File: src/rtl/rowcopy_pkg.sv
package rowcopy_pkg;

   typedef enum logic [1:0] {
      CMD_NOP = 2'd0,
      CMD_ACT = 2'd1,
      CMD_RD  = 2'd2,
      CMD_PRE = 2'd3
   } dram_cmd_e;

   typedef enum logic [1:0] {
      REQ_READ = 2'd0,
      REQ_COPY = 2'd1,
      REQ_INIT = 2'd2
   } req_kind_e;

   typedef enum logic [2:0] {
      ST_IDLE,
      ST_PRE_OPEN,
      ST_ACT_FIRST,
      ST_ACT_DST,
      ST_RD,
      ST_PRE_END,
      ST_FIN,
      ST_REJ
   } seq_state_e;

endpackage

File: src/rtl/rowcopy_gap_timer.sv
module rowcopy_gap_timer #(
   parameter int CNT_W = 4
) (
   input  logic             clk,
   input  logic             rst_n,
   input  logic             load,
   input  logic [CNT_W-1:0] load_val,
   output logic             expired
);

   logic [CNT_W-1:0] count_q;

   always_ff @(posedge clk) begin
      if (!rst_n) begin
         count_q <= '0;
      end else if (load) begin
         count_q <= load_val;
      end else if (count_q != '0) begin
         count_q <= count_q - CNT_W'(1);
      end
   end

   assign expired = (count_q == '0);


   countdown_step_chk: assert property (@(posedge clk) disable iff (!rst_n)
      (!load && count_q != '0) |=> (count_q == $past(count_q) - CNT_W'(1)));


   load_takes_chk: assert property (@(posedge clk) disable iff (!rst_n)
      load |=> (count_q == $past(load_val)));

endmodule

File: src/rtl/rowcopy_open_row.sv
module rowcopy_open_row #(
   parameter int BANK_W = 3,
   parameter int ROW_W  = 16
) (
   input  logic              clk,
   input  logic              rst_n,
   input  logic              set,
   input  logic [BANK_W-1:0] set_bank,
   input  logic [ROW_W-1:0]  set_row,
   input  logic              clr,
   input  logic [BANK_W-1:0] q_bank,
   input  logic [ROW_W-1:0]  q_row,
   output logic              open_vld,
   output logic [BANK_W-1:0] open_bank,
   output logic [ROW_W-1:0]  open_row,
   output logic              hit,
   output logic              conflict
);

   always_ff @(posedge clk) begin
      if (!rst_n) begin
         open_vld  <= 1'b0;
         open_bank <= '0;
         open_row  <= '0;
      end else if (set) begin
         open_vld  <= 1'b1;
         open_bank <= set_bank;
         open_row  <= set_row;
      end else if (clr) begin
         open_vld  <= 1'b0;
      end
   end

   assign hit      = open_vld && (open_bank == q_bank) && (open_row == q_row);
   assign conflict = open_vld && !hit;


   set_clr_excl_chk: assert property (@(posedge clk) disable iff (!rst_n)
      !(set && clr));


   clr_closes_chk: assert property (@(posedge clk) disable iff (!rst_n)
      clr |=> !open_vld);

endmodule

File: src/rtl/rowcopy_ctrl.sv
module rowcopy_ctrl
   import rowcopy_pkg::*;
#(
   parameter int BANK_W   = 3,
   parameter int ROW_W    = 16,
   parameter int COL_W    = 9,
   parameter int CNT_W    = 6,
   parameter int T_RCD    = 14,
   parameter int T_RP     = 14,
   parameter int ZERO_ROW = 0
) (
   input  logic              clk,
   input  logic              rst_n,
   input  logic              req_valid,
   input  logic [1:0]        req_kind,
   input  logic [BANK_W-1:0] src_bank,
   input  logic [BANK_W-1:0] dst_bank,
   input  logic [ROW_W-1:0]  src_row,
   input  logic [ROW_W-1:0]  dst_row,
   input  logic [COL_W-1:0]  req_col,
   input  logic              gap_zero,
   input  logic              ras_zero,
   input  logic              open_hit,
   input  logic              open_conflict,
   input  logic [BANK_W-1:0] open_bank,
   input  logic [ROW_W-1:0]  open_row,
   output logic              req_ready,
   output logic              cmd_valid,
   output logic [1:0]        cmd_type,
   output logic [BANK_W-1:0] cmd_bank,
   output logic [ROW_W-1:0]  cmd_row,
   output logic [COL_W-1:0]  cmd_col,
   output logic              done,
   output logic              err,
   output logic              gap_load,
   output logic [CNT_W-1:0]  gap_val,
   output logic              ras_load,
   output logic              or_set,
   output logic [ROW_W-1:0]  or_set_row,
   output logic              or_clr,
   output logic [BANK_W-1:0] q_bank,
   output logic [ROW_W-1:0]  q_row
);

   localparam logic [CNT_W-1:0] LD_RCD  = CNT_W'(T_RCD - 1);
   localparam logic [CNT_W-1:0] LD_RP   = CNT_W'(T_RP - 1);
   localparam logic [ROW_W-1:0] ZROW    = ROW_W'(ZERO_ROW);

   seq_state_e        state_q, state_d;
   logic              r_is_read;
   logic [BANK_W-1:0] r_bank;
   logic [ROW_W-1:0]  r_tgt;
   logic [ROW_W-1:0]  r_dst;
   logic [COL_W-1:0]  r_col;

   logic in_is_copy, in_is_init, in_is_read, in_bad_bank;

   assign in_is_copy  = (req_kind == REQ_COPY);
   assign in_is_init  = (req_kind == REQ_INIT);
   assign in_is_read  = !(in_is_copy || in_is_init);
   assign in_bad_bank = in_is_copy && (src_bank != dst_bank);
   assign q_bank      = in_is_init ? dst_bank : src_bank;
   assign q_row       = in_is_init ? ZROW : src_row;
   assign req_ready   = (state_q == ST_IDLE);

   always_ff @(posedge clk) begin
      if (!rst_n) begin
         state_q   <= ST_IDLE;
         r_is_read <= 1'b0;
         r_bank    <= '0;
         r_tgt     <= '0;
         r_dst     <= '0;
         r_col     <= '0;
      end else begin
         state_q <= state_d;
         if (state_q == ST_IDLE && req_valid) begin
            r_is_read <= in_is_read;
            r_bank    <= q_bank;
            r_tgt     <= q_row;
            r_dst     <= dst_row;
            r_col     <= req_col;
         end
      end
   end

   always_comb begin
      state_d    = state_q;
      cmd_valid  = 1'b0;
      cmd_type   = CMD_NOP;
      cmd_bank   = r_bank;
      cmd_row    = r_tgt;
      cmd_col    = r_col;
      done       = 1'b0;
      err        = 1'b0;
      gap_load   = 1'b0;
      gap_val    = '0;
      ras_load   = 1'b0;
      or_set     = 1'b0;
      or_set_row = r_tgt;
      or_clr     = 1'b0;
      unique case (state_q)
         ST_IDLE: begin
            if (req_valid) begin
               if (in_bad_bank)        state_d = ST_REJ;
               else if (open_conflict) state_d = ST_PRE_OPEN;
               else if (open_hit)      state_d = in_is_read ? ST_RD : ST_ACT_DST;
               else                    state_d = ST_ACT_FIRST;
            end
         end
         ST_PRE_OPEN: begin
            if (gap_zero && ras_zero) begin
               cmd_valid = 1'b1;
               cmd_type  = CMD_PRE;
               cmd_bank  = open_bank;
               cmd_row   = open_row;
               gap_load  = 1'b1;
               gap_val   = LD_RP;
               or_clr    = 1'b1;
               state_d   = ST_ACT_FIRST;
            end
         end
         ST_ACT_FIRST: begin
            if (gap_zero) begin
               cmd_valid = 1'b1;
               cmd_type  = CMD_ACT;
               or_set    = 1'b1;
               ras_load  = 1'b1;
               gap_load  = 1'b1;
               gap_val   = r_is_read ? LD_RCD : '0;
               state_d   = r_is_read ? ST_RD : ST_ACT_DST;
            end
         end
         ST_ACT_DST: begin
            if (gap_zero && ras_zero) begin
               cmd_valid  = 1'b1;
               cmd_type   = CMD_ACT;
               cmd_row    = r_dst;
               or_set     = 1'b1;
               or_set_row = r_dst;
               ras_load   = 1'b1;
               state_d    = ST_PRE_END;
            end
         end
         ST_RD: begin
            if (gap_zero) begin
               cmd_valid = 1'b1;
               cmd_type  = CMD_RD;
               state_d   = ST_FIN;
            end
         end
         ST_PRE_END: begin
            if (gap_zero && ras_zero) begin
               cmd_valid = 1'b1;
               cmd_type  = CMD_PRE;
               gap_load  = 1'b1;
               gap_val   = LD_RP;
               or_clr    = 1'b1;
               state_d   = ST_FIN;
            end
         end
         ST_FIN: begin
            if (gap_zero) begin
               done    = 1'b1;
               state_d = ST_IDLE;
            end
         end
         ST_REJ: begin
            err     = 1'b1;
            state_d = ST_IDLE;
         end
         default: state_d = ST_IDLE;
      endcase
   end


   accept_busy_chk: assert property (@(posedge clk) disable iff (!rst_n)
      (req_valid && req_ready) |=> !req_ready);


   done_frees_chk: assert property (@(posedge clk) disable iff (!rst_n)
      (done || err) |=> req_ready);


   reject_quiet_chk: assert property (@(posedge clk) disable iff (!rst_n)
      err |-> (!cmd_valid && !done && !or_set && !or_clr));

endmodule

File: src/rtl/rowcopy_seq.sv
module rowcopy_seq
   import rowcopy_pkg::*;
#(
   parameter int NUM_BANKS = 8,
   parameter int NUM_ROWS  = 65536,
   parameter int ROW_BITS  = 4096,
   parameter int BUS_W     = 8,
   parameter int T_RCD     = 14,
   parameter int T_RAS     = 34,
   parameter int T_RP      = 14,
   parameter int ZERO_ROW  = 0,
   localparam int BANK_W   = $clog2(NUM_BANKS),
   localparam int ROW_W    = $clog2(NUM_ROWS),
   localparam int COL_W    = $clog2(ROW_BITS / BUS_W)
) (
   input  logic              clk,
   input  logic              rst_n,
   input  logic              req_valid,
   output logic              req_ready,
   input  logic [1:0]        req_kind,
   input  logic [BANK_W-1:0] src_bank,
   input  logic [BANK_W-1:0] dst_bank,
   input  logic [ROW_W-1:0]  src_row,
   input  logic [ROW_W-1:0]  dst_row,
   input  logic [COL_W-1:0]  req_col,
   output logic              cmd_valid,
   output logic [1:0]        cmd_type,
   output logic [BANK_W-1:0] cmd_bank,
   output logic [ROW_W-1:0]  cmd_row,
   output logic [COL_W-1:0]  cmd_col,
   output logic              done,
   output logic              err
);

   localparam int MAXT_A = (T_RCD > T_RAS) ? T_RCD : T_RAS;
   localparam int MAXT   = (MAXT_A > T_RP) ? MAXT_A : T_RP;
   localparam int CNT_W  = $clog2(MAXT + 1);
   localparam int NTMR   = 2;
   localparam int TMR_GAP = 0;
   localparam int TMR_RAS = 1;

   if (NUM_BANKS < 2 || NUM_ROWS < 2) begin : g_bad_geom
      $error("rowcopy_seq: needs at least two banks and two rows");
   end
   if (BUS_W < 1 || ROW_BITS % BUS_W != 0 || ROW_BITS / BUS_W < 2) begin : g_bad_width
      $error("rowcopy_seq: row width must be a multiple of the bus width");
   end
   if (T_RCD < 1 || T_RAS < 1 || T_RP < 1) begin : g_bad_timing
      $error("rowcopy_seq: timing gaps must be at least one cycle");
   end
   if (ZERO_ROW < 0 || ZERO_ROW >= NUM_ROWS) begin : g_bad_zero
      $error("rowcopy_seq: reserved zero row out of range");
   end

   logic              gap_load, ras_load;
   logic [CNT_W-1:0]  gap_val;
   logic [NTMR-1:0]   t_load;
   logic [CNT_W-1:0]  t_val [NTMR];
   logic [NTMR-1:0]   t_zero;
   logic              or_set, or_clr, open_vld, open_hit, open_conflict;
   logic [ROW_W-1:0]  or_set_row, open_row, q_row;
   logic [BANK_W-1:0] open_bank, q_bank;

   assign t_load[TMR_GAP] = gap_load;
   assign t_val[TMR_GAP]  = gap_val;
   assign t_load[TMR_RAS] = ras_load;
   assign t_val[TMR_RAS]  = CNT_W'(T_RAS - 1);

   for (genvar i = 0; i < NTMR; i++) begin : g_tmr
      rowcopy_gap_timer #(.CNT_W(CNT_W)) u_tmr (
         .clk      (clk),
         .rst_n    (rst_n),
         .load     (t_load[i]),
         .load_val (t_val[i]),
         .expired  (t_zero[i])
      );
   end

   rowcopy_open_row #(.BANK_W(BANK_W), .ROW_W(ROW_W)) u_open (
      .clk       (clk),
      .rst_n     (rst_n),
      .set       (or_set),
      .set_bank  (cmd_bank),
      .set_row   (or_set_row),
      .clr       (or_clr),
      .q_bank    (q_bank),
      .q_row     (q_row),
      .open_vld  (open_vld),
      .open_bank (open_bank),
      .open_row  (open_row),
      .hit       (open_hit),
      .conflict  (open_conflict)
   );

   rowcopy_ctrl #(
      .BANK_W(BANK_W), .ROW_W(ROW_W), .COL_W(COL_W), .CNT_W(CNT_W),
      .T_RCD(T_RCD), .T_RP(T_RP), .ZERO_ROW(ZERO_ROW)
   ) u_ctrl (
      .clk           (clk),
      .rst_n         (rst_n),
      .req_valid     (req_valid),
      .req_kind      (req_kind),
      .src_bank      (src_bank),
      .dst_bank      (dst_bank),
      .src_row       (src_row),
      .dst_row       (dst_row),
      .req_col       (req_col),
      .gap_zero      (t_zero[TMR_GAP]),
      .ras_zero      (t_zero[TMR_RAS]),
      .open_hit      (open_hit),
      .open_conflict (open_conflict),
      .open_bank     (open_bank),
      .open_row      (open_row),
      .req_ready     (req_ready),
      .cmd_valid     (cmd_valid),
      .cmd_type      (cmd_type),
      .cmd_bank      (cmd_bank),
      .cmd_row       (cmd_row),
      .cmd_col       (cmd_col),
      .done          (done),
      .err           (err),
      .gap_load      (gap_load),
      .gap_val       (gap_val),
      .ras_load      (ras_load),
      .or_set        (or_set),
      .or_set_row    (or_set_row),
      .or_clr        (or_clr),
      .q_bank        (q_bank),
      .q_row         (q_row)
   );

   // Independent gap observers for the command stream
   localparam int SW = CNT_W + 1;
   logic [SW-1:0] since_act, since_pre;
   logic          act_seen, pre_seen;
   logic          is_act, is_pre, is_rd;

   assign is_act = cmd_valid && (cmd_type == CMD_ACT);
   assign is_pre = cmd_valid && (cmd_type == CMD_PRE);
   assign is_rd  = cmd_valid && (cmd_type == CMD_RD);

   always_ff @(posedge clk) begin
      if (!rst_n) begin
         since_act <= '0;
         since_pre <= '0;
         act_seen  <= 1'b0;
         pre_seen  <= 1'b0;
      end else begin
         if (is_act) begin
            since_act <= SW'(1);
            act_seen  <= 1'b1;
         end else if (since_act != '1) begin
            since_act <= since_act + SW'(1);
         end
         if (is_pre) begin
            since_pre <= SW'(1);
            pre_seen  <= 1'b1;
         end else if (since_pre != '1) begin
            since_pre <= since_pre + SW'(1);
         end
      end
   end


   rcd_gap_chk: assert property (@(posedge clk) disable iff (!rst_n)
      is_rd |-> (act_seen && since_act >= SW'(T_RCD)));


   ras_gap_chk: assert property (@(posedge clk) disable iff (!rst_n)
      is_pre |-> (act_seen && since_act >= SW'(T_RAS)));


   rp_gap_chk: assert property (@(posedge clk) disable iff (!rst_n)
      (is_act && pre_seen) |-> (since_pre >= SW'(T_RP)));


   done_after_rp_chk: assert property (@(posedge clk) disable iff (!rst_n)
      done |-> (!cmd_valid && (!pre_seen || since_pre >= SW'(T_RP)
                               || since_act < since_pre)));


   one_event_chk: assert property (@(posedge clk) disable iff (!rst_n)
      $onehot0({cmd_valid, done, err}));

endmodule

File: config.mk
export PLATFORM = sky130hd
export DESIGN_NAME = rowcopy_seq
export DESIGN_NICKNAME = d
export VERILOG_FILES = /design/src/rtl/rowcopy_pkg.sv /design/src/rtl/rowcopy_gap_timer.sv /design/src/rtl/rowcopy_open_row.sv /design/src/rtl/rowcopy_ctrl.sv /design/src/rtl/rowcopy_seq.sv
export SDC_FILE = /design/constraint.sdc
export NUM_CORES = 1
export LEC_CHECK = 0
export BUFFER_PORTS_ARGS = -buffer_cell sky130_fd_sc_hd__buf_2
export CORE_MARGIN = 5
export CORE_UTILIZATION = 29
export CTS_CLUSTER_SIZE = 28
export DETAILED_ROUTE_END_ITERATION = 10
export GPL_ROUTABILITY_DRIVEN = 1
export PLACE_DENSITY = 0.45
export SYNTH_ARGS = -nofsm -noshare
export SYNTH_HDL_FRONTEND = slang
export SYNTH_SLANG_ARGS = --single-unit
export TNS_END_PERCENT = 30
File: constraint.sdc
create_clock -name clk -period 3.12 [get_ports clk]
set_input_delay 0.468 -clock clk [delete_from_list [all_inputs] [get_ports clk]]
set_output_delay 0.468 -clock clk [all_outputs]
set_load 0.1 [all_outputs]
==> reports/qor.txt <==
=================================================================================================================
Min Clock Period, post-route .......................................................................      2.96 ns
Longest Clk Path Bufs ..............................................................................            2
DR vias/cell .......................................................................................         4.99
Leakage component of the power .....................................................................      2.47 nW
Routed wire per std cell ...........................................................................      15.7 um
Ratio of final minimum period to clock period ......................................................        0.948
Max-capacitance violation count ....................................................................            0
Overall Power ......................................................................................      5.10 mW
Die Footprint ......................................................................................   18,000 um2
P per Cell Area ....................................................................................   901 nW/um2
Largest incremental delay on the critical path .....................................................      0.44 ns
Number of clock sinks seen by CTS ..................................................................           80
Proportion of synthesized flip-flops having asynchronous set or reset ..............................            0
Total of flip-flops plus latches after synthesis ...................................................           80
Number of post-CTS setup repair buffers ............................................................            0
Floorplan row count ................................................................................           45
Number of antenna violations at the first check in global routing ..................................            0
Run status .........................................................................................    completed
Setup repair after global routing missed its margin ................................................          yes
Filler cells .......................................................................................        1,600
Count of nets left with antenna violations after detail routing ....................................            0
Post-CTS Hold Fix Bufs .............................................................................            0
WP data arrival ....................................................................................      2.49 ns
Router iterations before antenna repair ............................................................            4
Area leader, netlist ...............................................................................      dfxtp_1
Die Height .........................................................................................       134 um
GRT Resource Usage Total ...........................................................................        0.148
Yosys Warn Count ...................................................................................            0
Worst setup skew after layout ......................................................................   0.00466 ns
Global placement routability congestion ............................................................        0.835
Layout cell share with drive strength beyond 1 .....................................................        0.234
Post-layout instance count excluding filler cells ..................................................          820
Data required, critical path .......................................................................      2.65 ns
Standard cell core area ............................................................................   15,200 um2
Count of placed standard cells including taps ......................................................          804
Cell count after synthesis .........................................................................          553
Horiz. Die Dim .....................................................................................       134 um
Setup slack on the worst flop-to-flop path .........................................................      0.98 ns
Critical-path top delay cell .......................................................................        or3_4
Main area contributors after synthesis ............................................................. dfxtp_1 36%, nand2_1 11%, a21boi_0 5.2%, mux2i_1 4.5%, o211a_1 4.5%
Global-route wire length before repair .............................................................      21.3 mm
Setup Crit Path Kind ...............................................................................      reg2out
Vias after detailed routing ........................................................................        4,088
Number of cells on the worst reg-to-reg path .......................................................            6
Proportion of synthesized chip area in sequential cells ............................................        0.357
Worst r2r dst ...................................................................................... u_ctrl.r_tgt[5]$_SDFFE_PN0P_
Number of global-route vias before repair ..........................................................        4,162
Start of the worst register-to-register path ....................................................... u_ctrl.state_q[1]$_SDFFE_PN0P_
Nets@finish ........................................................................................          686
Number of failing hold endpoints at the final stage ................................................            0
Num ports ..........................................................................................           86
Top cell family by delay on the critical path ...................................................... simple AND/OR/NAND/NOR gates
Most frequently used flop master after synthesis ...................................................      dfxtp_1
VDD IR max .........................................................................................     0.483 mV
Synth Area in Compound Gates .......................................................................        0.209
Parity-gate share of the synthesized area counting xor and xnor cells ..............................       0.0352
Cell Area, Synth ...................................................................................     4480 um2
Clock root cell ....................................................................................    clkbuf_16
Total setup violations reported at the end of the flow .............................................            0
Later-pin clock latency in the skew report .........................................................      0.34 ns
Detailed-route DRC error count .....................................................................            0
Number of different library cells in the post-synthesis netlist ....................................           64
Layout Area Growth over Synthesis ..................................................................        26.2%
Multiplexer area fraction after synthesis ..........................................................       0.0522
Detailed Route Iter0 Violations ....................................................................          218
Min-Delay Path Class ...............................................................................       in2reg
Final routed wirelength across all metal layers ....................................................      12.9 mm
Cell-by-cell listing of the critical path .......................................................... inv_1 > ha_1 > nor3b_4 > nand2_2 > or3_4 > buf_4 > o21ai_1 > buf_12
Post-Syn Nets ......................................................................................          612
Startpoint of the lowest-slack hold path ...........................................................  dst_row[14]
Largest driver fanout on the critical path .........................................................           24
Buffer and inverter count on the worst path ........................................................            3
TritonCTS clock tree ...............................................................................         done
Slew of the pin with the lowest slew margin ........................................................     0.711 ns
CTS resizes ........................................................................................            0
Startpoint types ...................................................................................    flip-flop
Clk pin slew, worst setup/hold paths ...............................................................      0.06 ns
Number of H-tree branching levels ..................................................................            3
Number of enable flip-flop cells after synthesis ...................................................            0
CP endpoint kind ...................................................................................  output port
Number of buffers created by CTS ...................................................................            9
Setup TNS ..........................................................................................         0 ns
Highest clock rate .................................................................................    0.338 GHz
Hold Path Cell Cnt .................................................................................            3
Maximum number of pins on one net before global-route repair .......................................           38
Buffers added on ports .............................................................................           85
Starting Density ...................................................................................        0.295
Simple logic cell fraction of the synthesized area .................................................        0.274
Final count of pins violating max slew .............................................................            0
Most frequent standard cell in the layout excluding fill and tap cells .............................      nand2_1
Antenna fix cells ..................................................................................            0
Top library cells by usage in the layout, fill and taps aside ...................................... 129 x nand2_1, 79 x dfxtp_1, 66 x buf_2
Mean area per synthesized cell .....................................................................     8.11 um2
Sum of overflow across all layers after global routing .............................................            0
Hold Crit Endpoint ................................................................................. u_ctrl.r_dst[14]$_SDFFE_PN0P_
Largest family of logic cells by synthesized area .................................................. simple AND/OR/NAND/NOR gates
Arithmetic-cell share of the synthesized area counting full adders, half adders and majority gates .       0.0195
Detail Placement HPWL ..............................................................................      9.37 mm
Share of the synthesized area in the top cell type .................................................        0.357
Headroom to the max-slew limit .....................................................................        0.526
=================================================================================================================
==> layout make-up <==
class / count / area (um2) / share of cell area
Clock buffer: 14 / 294 / 0.0520
Multi-Input combinational cell: 420 / 2680 / 0.473
Inverter: 17 / 63.8 / 0.0113
Tap cell: 188 / 235 / 0.0416
Timing Repair Buffer: 99 / 778 / 0.138
Sequential cell: 80 / 1600 / 0.283
Clock inverter: 2 / 10.0 / 0.00177
==> state kept, by name (all words and copies together), names as in the netlist <==
name / flops
u_ctrl.cmd_col: 9
u_open.open_bank: 3
u_ctrl.r_tgt: 16
u_ctrl.r_is_read: 1
u_ctrl.r_dst: 16
u_ctrl.state_q: 3
u_open.open_vld: 1
u_ctrl.r_bank: 3
g_tmr.u_tmr.count_q: 12
u_open.open_row: 16
==> report_power, final <==
part	switching [mW]	total, mW	leakage [nW]	internal, mW
Clock	0.415	1.06	0.155	0.645
Sequential	0.274	1.52	0.654	1.25
Combinational	1.72	2.52	1.66	0.795
==> metal layers <==
layer  vias to the layer above  part of all wire  track usage
met4                         0             0.021       0.0515
met1                      1932              0.45        0.177
met5                         -                 0            0
met2                        76              0.49        0.254
met3                        21             0.041       0.0401
li1                       2059                 -            -
==> worst min-delay path, stage by stage <==
cell	delay, ns
buf_2	0.10
nand2_1	0.04
a21boi_0	0.06
==> stage by stage <==
step	setup WS, ns	instance area (um2)	hold slack, ns	util
finish	0.162	5660	0.374	0.372
global route	-0.0112	5660	0.363	0.372
CTS	0.00839	5640	0.359	0.371
detailed placement	0.388	5340	0.460	0.351
global placement	0.441	5340	0.450	0.351
floorplan	-0.663	4490	0.453	-
==> cell families after synthesis <==
family	after synthesis
DFF	80
AOI/OAI and AO/OA	129
adders and majority gates	7
buffers and inverters	53
and+or+nand+nor	243
xor gates and xnor gates	18
muxes	23
==> how the worst max path moves through the flow <==
stage | start | end | slack [ns] | cells after the start
after global routing | g_tmr[0].u_tmr.count_q[0]$_SDFFE_PN0P_ | cmd_row[10] | -0.01 | 8
final | g_tmr[0].u_tmr.count_q[0]$_SDFFE_PN0P_ | cmd_row[0] | 0.16 | 8
after floorplan | g_tmr[0].u_tmr.count_q[0]$_SDFFE_PN0P_ | cmd_valid | -0.66 | 6
after detailed placement | g_tmr[0].u_tmr.count_q[1]$_SDFFE_PN0P_ | cmd_bank[2] | 0.39 | 8
after global placement | g_tmr[0].u_tmr.count_q[0]$_SDFFE_PN0P_ | cmd_bank[0] | 0.44 | 8
after CTS | g_tmr[0].u_tmr.count_q[1]$_SDFFE_PN0P_ | cmd_bank[2] | 0.008 | 8
==> cells in the mapped netlist, drive strengths merged (5+ instances only) <==
master	number
nand3b	5
nand2	131
a21oi	14
nor3	8
dfxtp	80
nor2b	12
xnor2	10
o21ai	29
nand2b	7
a22o	7
nor3b	5
nand3	19
buf	21
mux2i	20
clkbuf	15
xor2	8
ha	7
inv	17
a21boi	31
o211a	20
nor2	35
Note: power is estimated with default switching activity, not from simulation.
